## src/rtl/prbs_mon_pkg.sv

```systemverilog
package prbs_mon_pkg;
  localparam int unsigned PRBS_LEN = 15;
  localparam int unsigned TAP_OLD  = 14;  // b[n-15]
  localparam int unsigned TAP_NEXT = 13;  // b[n-14]
  localparam int unsigned WIN_LEN  = 64;
  localparam int unsigned MAX_ERR  = 6;
  localparam int unsigned CNT_W    = 16;

  typedef enum logic [1:0] {
    ERR_SRC_PRBS = 2'b00,
    ERR_SRC_R1   = 2'b01,
    ERR_SRC_R2   = 2'b10,
    ERR_SRC_R3   = 2'b11
  } err_src_e;
endpackage

```

## src/rtl/prbs_ref_gen.sv

```systemverilog
module prbs_ref_gen
  import prbs_mon_pkg::*;
#(
  parameter int unsigned LEN = PRBS_LEN,
  parameter int unsigned TA  = TAP_OLD,
  parameter int unsigned TB  = TAP_NEXT
) (
  input  logic clk_i,
  input  logic rst_ni,
  input  logic vld_i,
  input  logic bit_i,
  input  logic sync_i,
  output logic err_o
);
  logic [LEN-1:0] ref_q;
  logic           pred;

  assign pred  = ref_q[TA] ^ ref_q[TB];
  // zero state is the LFSR lock-up point: treat as permanent mismatch
  assign err_o = (ref_q == '0) | (bit_i != pred);

  always_ff @(posedge clk_i or negedge rst_ni) begin
    if (!rst_ni)    ref_q <= '0;
    else if (vld_i) ref_q <= {ref_q[LEN-2:0], sync_i ? pred : bit_i};
  end

  assert_hold_when_idle_R8: assert property (@(posedge clk_i) disable iff (!rst_ni)
    !$past(vld_i) |-> $stable(ref_q));
endmodule

```

## src/rtl/prbs_win_judge.sv

```systemverilog
module prbs_win_judge
  import prbs_mon_pkg::*;
#(
  parameter int unsigned WLEN = WIN_LEN,
  parameter int unsigned MERR = MAX_ERR
) (
  input  logic clk_i,
  input  logic rst_ni,
  input  logic vld_i,
  input  logic err_i,
  output logic sync_o
);
  localparam int unsigned CW   = $clog2(WLEN);
  localparam int unsigned TW   = $clog2(MERR + 2);
  localparam int unsigned SUMW = TW + 1;
  localparam logic [CW-1:0] LAST = CW'(WLEN - 1);
  localparam logic [TW-1:0] SAT  = TW'(MERR + 1);

  logic [CW-1:0]   pos_q;
  logic [TW-1:0]   tally_q;
  logic [SUMW-1:0] total;
  logic            win_end;

  assign win_end = vld_i && (pos_q == LAST);
  assign total   = SUMW'(tally_q) + SUMW'(err_i);

  always_ff @(posedge clk_i or negedge rst_ni) begin
    if (!rst_ni) begin
      pos_q   <= '0;
      tally_q <= '0;
      sync_o  <= 1'b0;
    end else if (vld_i) begin
      pos_q <= (pos_q == LAST) ? '0 : pos_q + 1'b1;
      if (win_end) begin
        tally_q <= '0;
        sync_o  <= (total <= SUMW'(MERR));
      end else if (err_i && tally_q != SAT) begin
        tally_q <= tally_q + 1'b1;
      end
    end
  end

  assert_sync_at_boundary_R1: assert property (@(posedge clk_i) disable iff (!rst_ni)
    (sync_o != $past(sync_o)) |-> $past(win_end));
  assert_tally_bounded_R2: assert property (@(posedge clk_i) disable iff (!rst_ni)
    tally_q <= SAT);
endmodule

```

## src/rtl/prbs_irq_latch.sv

```systemverilog
module prbs_irq_latch (
  input  logic clk_i,
  input  logic rst_ni,
  input  logic sync_i,
  input  logic any_edge_i,
  input  logic mask_i,
  input  logic clr_i,
  output logic stat_o,
  output logic irq_o
);
  logic sync_d_q;
  logic set_ev;

  assign set_ev = (sync_i & ~sync_d_q) | (any_edge_i & ~sync_i & sync_d_q);
  assign irq_o  = stat_o & mask_i;

  always_ff @(posedge clk_i or negedge rst_ni) begin
    if (!rst_ni) begin
      sync_d_q <= 1'b0;
      stat_o   <= 1'b0;
    end else begin
      sync_d_q <= sync_i;
      if (set_ev)     stat_o <= 1'b1;
      else if (clr_i) stat_o <= 1'b0;
    end
  end

  assert_sticky_R6: assert property (@(posedge clk_i) disable iff (!rst_ni)
    ($past(stat_o) && !$past(clr_i)) |-> stat_o);
  assert_rise_only_R5: assert property (@(posedge clk_i) disable iff (!rst_ni)
    ($rose(stat_o) && !$past(any_edge_i)) |-> $past(sync_i));
endmodule

```

## src/rtl/prbs_err_cnt.sv

```systemverilog
module prbs_err_cnt
  import prbs_mon_pkg::*;
#(
  parameter int unsigned W = CNT_W
) (
  input  logic         clk_i,
  input  logic         rst_ni,
  input  logic         vld_i,
  input  logic         err_i,
  input  logic [1:0]   sel_i,
  input  logic         clr_i,
  output logic [W-1:0] cnt_o
);
  localparam logic [W-1:0] FULL = '1;

  logic inc;
  assign inc = vld_i && err_i && (sel_i == ERR_SRC_PRBS);

  always_ff @(posedge clk_i or negedge rst_ni) begin
    if (!rst_ni)                   cnt_o <= '0;
    else if (clr_i)                cnt_o <= '0;
    else if (inc && cnt_o != FULL) cnt_o <= cnt_o + 1'b1;
  end

  assert_no_wrap_R7: assert property (@(posedge clk_i) disable iff (!rst_ni)
    ($past(cnt_o) == FULL && !$past(clr_i)) |-> cnt_o == FULL);
  assert_step_one_R7: assert property (@(posedge clk_i) disable iff (!rst_ni)
    (cnt_o != $past(cnt_o)) |-> (cnt_o == $past(cnt_o) + 1'b1 || cnt_o == '0));
endmodule

```

## src/rtl/prbs_sync_mon.sv

```systemverilog
module prbs_sync_mon
  import prbs_mon_pkg::*;
(
  input  logic        clk_i,
  input  logic        rst_ni,
  input  logic        rx_bit_i,
  input  logic        bit_vld_i,
  input  logic        invert_i,
  input  logic        irq_any_edge_i,
  input  logic        irq_mask_i,
  input  logic [1:0]  err_sel_i,
  input  logic        irq_clr_i,
  input  logic        cnt_clr_i,
  output logic        sync_o,
  output logic        irq_stat_o,
  output logic        irq_o,
  output logic [15:0] err_cnt_o
);
  logic cmp_bit;
  logic bit_err;

  assign cmp_bit = rx_bit_i ^ invert_i;

  prbs_ref_gen i_ref (
    .clk_i (clk_i), .rst_ni(rst_ni), .vld_i(bit_vld_i),
    .bit_i (cmp_bit), .sync_i(sync_o), .err_o(bit_err)
  );

  prbs_win_judge i_judge (
    .clk_i (clk_i), .rst_ni(rst_ni), .vld_i(bit_vld_i),
    .err_i (bit_err), .sync_o(sync_o)
  );

  prbs_irq_latch i_irq (
    .clk_i (clk_i), .rst_ni(rst_ni), .sync_i(sync_o),
    .any_edge_i(irq_any_edge_i), .mask_i(irq_mask_i), .clr_i(irq_clr_i),
    .stat_o(irq_stat_o), .irq_o(irq_o)
  );

  prbs_err_cnt #(.W(16)) i_cnt (
    .clk_i (clk_i), .rst_ni(rst_ni), .vld_i(bit_vld_i), .err_i(bit_err),
    .sel_i (err_sel_i), .clr_i(cnt_clr_i), .cnt_o(err_cnt_o)
  );
endmodule

```

## config.mk

```make
export PLATFORM = sky130hd
export DESIGN_NAME = prbs_sync_mon
export DESIGN_NICKNAME = d
export VERILOG_FILES = /design/src/rtl/prbs_mon_pkg.sv /design/src/rtl/prbs_ref_gen.sv /design/src/rtl/prbs_win_judge.sv /design/src/rtl/prbs_irq_latch.sv /design/src/rtl/prbs_err_cnt.sv /design/src/rtl/prbs_sync_mon.sv
export SDC_FILE = /design/constraint.sdc
export NUM_CORES = 1
export LEC_CHECK = 0
export CORE_MARGIN = 2
export CORE_UTILIZATION = 55
export DETAILED_ROUTE_END_ITERATION = 7
export GPL_TIMING_DRIVEN = 0
export PLACE_DENSITY = 0.89
export REMOVE_ABC_BUFFERS = 1
export SYNTH_ARGS = -nofsm -noshare
export SYNTH_HDL_FRONTEND = slang
export SYNTH_SLANG_ARGS = --single-unit
```

## constraint.sdc

```tcl
create_clock -name clk_i -period 6 [get_ports clk_i]
set_clock_uncertainty 0.2 [all_clocks]
set_input_delay 1.5 -clock clk_i [delete_from_list [all_inputs] [get_ports clk_i]]
set_output_delay 1.5 -clock clk_i [all_outputs]
set_load 0.05 [all_outputs]
```

# Word-level counts from Yosys, hierarchy flattened
# Cells that the tools add are included.
# classes
add_sub_neg	4
magnitude_cmp	1
eq_ne	4
n_mux	8
n_bitwise	10
reduce_logical	12
# ops
operator	n
two-way mux 16 bit	2
adder 16 x 1 -> 16 bit, second input constant	1
!= test 16 bit, second input constant	1
logical NOT 15 bit	1
adder 6 x 1 -> 6 bit, second input constant	1
== test 6 bit, second input constant	1
two-way mux 3 bit	2
two-way mux 6 bit	1
nonzero test 2 bit	3
logical AND 1 bit	5
adder 3 x 1 -> 4 bit	1
bitwise AND 1 bit	4
<= comparator 4 x 3 -> 1 bit, second input constant	1
AND reduction 2 bit	2
adder 3 x 1 -> 3 bit, second input constant	1
two-way mux 1 bit	3
!= test 3 bit, second input constant	1
logical NOT 2 bit	1
inverter 1 bit	2
bitwise OR 1 bit	2
XOR 1 bit	2
!= test 1 bit	1
# totals
reg_bits	43
out_inout_bits	19
elab_cells	46

# Depth between registers and ports, before layout
# depth
word_depth	8
mapped_depth	12
depth_no_buf	10

# By module
# From an unflattened synthesis, not the netlist that was laid out.
# unflattened
cells_unflattened	193
area_unflattened_um2	2203.4
# by_module_without_submodules
mod	n_inst	cells_per_inst	area_each_um2	seq_area_each_um2
prbs_err_cnt	1	95	938.4	400.4
prbs_ref_gen	1	42	626.9	375.4
prbs_win_judge	1	48	541.8	250.2
prbs_irq_latch	1	7	87.6	50.0
prbs_sync_mon	1	1	8.8	0.0

# Worst setup path after synthesis
# OpenSTA, ideal clock, no wires.
# synth_path
path_kind	input to output
from	input irq_mask_i
to	output irq_o
arrival_time_ns	1.907
required_time_ns	4.300
path_slack_ns	2.393
cell_stages	1
n_path_buf	0
cell_sequence	and2_1
# synth_via
elab_chain_len	1
# synth_rtl
item	line_no	text
start, declared	prbs_sync_mon.sv:10	input logic irq_mask_i,
bitwise AND 1 bit	prbs_irq_latch.sv:15	assign irq_o = stat_o & mask_i;
end, declared	prbs_sync_mon.sv:16	output logic irq_o,
# No other way between the ends.

# Worst setup path in the final report
# Ends and elaborated chain as after synthesis.

==> flow_summary.toml <==
[flow_run]
maxCapViolations = 0

[clock_tree]
post-cts-setup-buffer-count = 0
cts_sinks = 43
hold_buffers = 0
cts-root-buf = "clkbuf_8"
numCtsBuffers = 5
post_cts_resized = 0
cts-htree-levels = 2
clk_pin_slew_ns = 0.07
cts.path.max_buffers = 2
insertion_delay_ns = 0.30
cts_tree = "built"

[min_path]
hold_class = "flop to flop"
hp-start = "i_judge.sync_o"
hold-path-cell-count = 0
whs_endpoint = "i_irq.sync_d_q"

[worst_setup_path]
timing.rr.start = "i_ref.ref_q[13]"
r2r_slack_ns = 3.56
worstPathArrival_ns = 2.85
path_class = "primary input to output pin"
path_max_fanout = 1
cp_data_required_time_ns = 4.30
reg2reg_depth = 10
cp-start-kind = "primary input"
worstSetupEndpointType = "output pin"
reg2reg_to = "i_judge.sync_o"

[synth]
synthAdderAreaFrac = 0.0351
syn_area_um2 = 2140
ys_types = 35
synth_compound_area_frac = 0.0925
synth_top_family_by_area = "simple AND/OR/NAND/NOR gates"
seq_area_frac_synth = 0.503
syn_avg_cell_area_um2 = 10.7
synth_cells = 200
ys.flop_type = "dfrtp_1"
synth_mux_area_frac = 0.104
synth-edff-count = 0
yosys.area_share.simple = 0.192
synth_top_area_frac = 0.503
synthArstFlopShare = 1.00
yosysTopAreaCell = "dfrtp_1"
synth_warnings = 0
synth_xor_area_frac = 0.0404
ys_top_cells_by_area = "dfrtp_1 50%, mux2_2 8.4%, a21oi_1 3.5%, ha_1 3.5%, o31ai_1 3.5%"
ys_ff_latch = 43

[status]
outcome = "finished, final reports clean"

[power]
peakVddDrop_mv = 0.292
p_per_area_nw_per_um2 = 395
power.leakage_nw = 1.06

[detailed_routing]
wl_per_cell_um = 15.1
vias_per_cell = 5.91
initialDrtViolationCount = 192
drc_errors = 0
dr.pass1.iters = 4
totalWireLength_um = 4150
ant_nets = 0
num_vias = 1625

[die]
top_level_ports = 30
start_util = 0.580
die_h_um = 66.4
core_area_um2 = 3690
dieArea_um2 = 4400
num_rows = 22
dieWidth_um = 66.4

[sta]
rsz0062_at_grt = "no"
finalCriticalPeriod_ns = 4.55
drv_slew = 0
setup_ws_ns = 1.45
hold_viol = 0
max_slew_margin = 0.366
layout_worst_path_cycle_share = 0.759
fmax_mhz = 220
worst_pin_slew_ns = 0.947
setup_violations = 0
setup_tns_ns = 0

[final_layout]
finalInstanceArea_um2 = 2540
area_growth_pct = 18.6
utilization = 0.688
n_antenna_cell = 0
layout-drive-gt1-share = 0.123
fin_nets = 244

[placed_design]
placed_area_um2 = 2450
place_ws_ns = 1.44
io_buffers = 29
dp.final_hpwl_um = 2870
place.gp.congestion = 0.812

[grt]
grt_overflow_total = 0
antenna_found_initial = 0
grt_max_degree = 35
track_usage = 0.206
grt_pass1_vias = 1491
grt_pass1_wl_um = 6860
-- layout make-up --
| cell class | instances | area [µm²] |
|---|---|---|
| tap | 48 | 60.1 |
| timing repair buffer | 30 | 305 |
| sequential | 43 | 1080 |
| clock inverter | 1 | 5.00 |
| inverter | 4 | 15.0 |
| fill | 300 | 1150 |
| clock buffer | 6 | 82.6 |
| multi-input combinational | 143 | 992 |
-- power breakdown --
| part | internal (mW) | total (mW) | switching (mW) |
|---|---|---|---|
| Combinational | 0.160 | 0.375 | 0.215 |
| Sequential | 0.369 | 0.442 | 0.0731 |
| Clock | 0.0903 | 0.185 | 0.0943 |
-- registers in the layout (all words and copies together) (netlist names) --
register and cells:
i_cnt.cnt_o 16, i_ref.ref_q 15, i_judge.pos_q 6, i_judge.tally_q 3, i_irq.stat_o 1, i_irq.sync_d_q 1, i_judge.sync_o 1
-- synthesized netlist by cell type, types with 3 or more instances --
master and instances:
o31ai_1 10, nand4_1 8, clkbuf_1 4, ha_1 6, or3_1 3, xnor2_1 6, nor2_1 12, nor4_1 6
nand3_1 13, or4_1 9, o21ai_0 6, inv_1 4, a21oi_1 15, nand2_1 12, mux2_2 16, nor2b_1 3
dfrtp_1 43
-- worst max path at each step --
stage	end	depth (start not counted)	slack, ns	start
final	irq_o	3	1.45	irq_mask_i
after global placement	irq_o	3	1.46	irq_mask_i
after CTS	irq_o	3	1.45	irq_mask_i
after detailed placement	irq_o	3	1.44	irq_mask_i
after floorplan	irq_o	1	2.39	irq_mask_i
after global routing	irq_o	3	1.42	irq_mask_i
-- kinds of logic (layout without fill, tap and decap cells) --
group | Yosys count | count (layout)
buffers and inverters | 14 | 41
AND/OR/NAND/NOR | 75 | 75
XOR/XNOR | 9 | 9
multiplexers | 20 | 20
flip-flops | 43 | 43
adder cells (fa/ha/maj) | 6 | 6
AO/OA/AOI/OAI | 33 | 33
-- stage by stage --
step           hold slack (ns)  std cells  total power, mW
6_report                 0.234        275             1.00
4_1_cts                  0.243        275             1.01
3_5_place_dp             0.226        268            0.823
2_1_floorplan            0.245        190            0.713
3_3_place_gp             0.231        267            0.797
5_1_grt                  0.251        275             1.08
-- worst max-delay path: stages --
cell             delay, ns
clkdlybuf4s50_1       0.45
and2_1                0.11
clkdlybuf4s50_1       0.79
-- cell usage in the layout, fill, tap and decap left out, types with 2 or more instances in the layout --
cell type	instances
dfrtp_1	43
clkdlybuf4s50_1	28
mux2_2	16
a21oi_1	15
nand3_1	13
nor2_1	12
nand2_1	12
o31ai_1	10
or4_1	9
nand4_1	8
nor4_1	6
xnor2_1	6
o21ai_0	6
ha_1	6
clkbuf_8	6
inv_1	4
or3_1	3
nor2b_1	3
mux2i_1	2
xor2_1	2
and3_1	2
mux2_1	2
-- metal layers --
| layer | vias up | routed length, µm | track usage |
|---|---|---|---|
| met2 | 36 | 2140 | 0.349 |
| met5 | - | 0 | 0 |
| li1 | 795 | - | - |
| met1 | 787 | 1800 | 0.256 |
| met3 | 7 | 161 | 0.0630 |
| met4 | 0 | 48 | 0.0510 |
No activity file was read; power rests on OpenSTA's default activity.
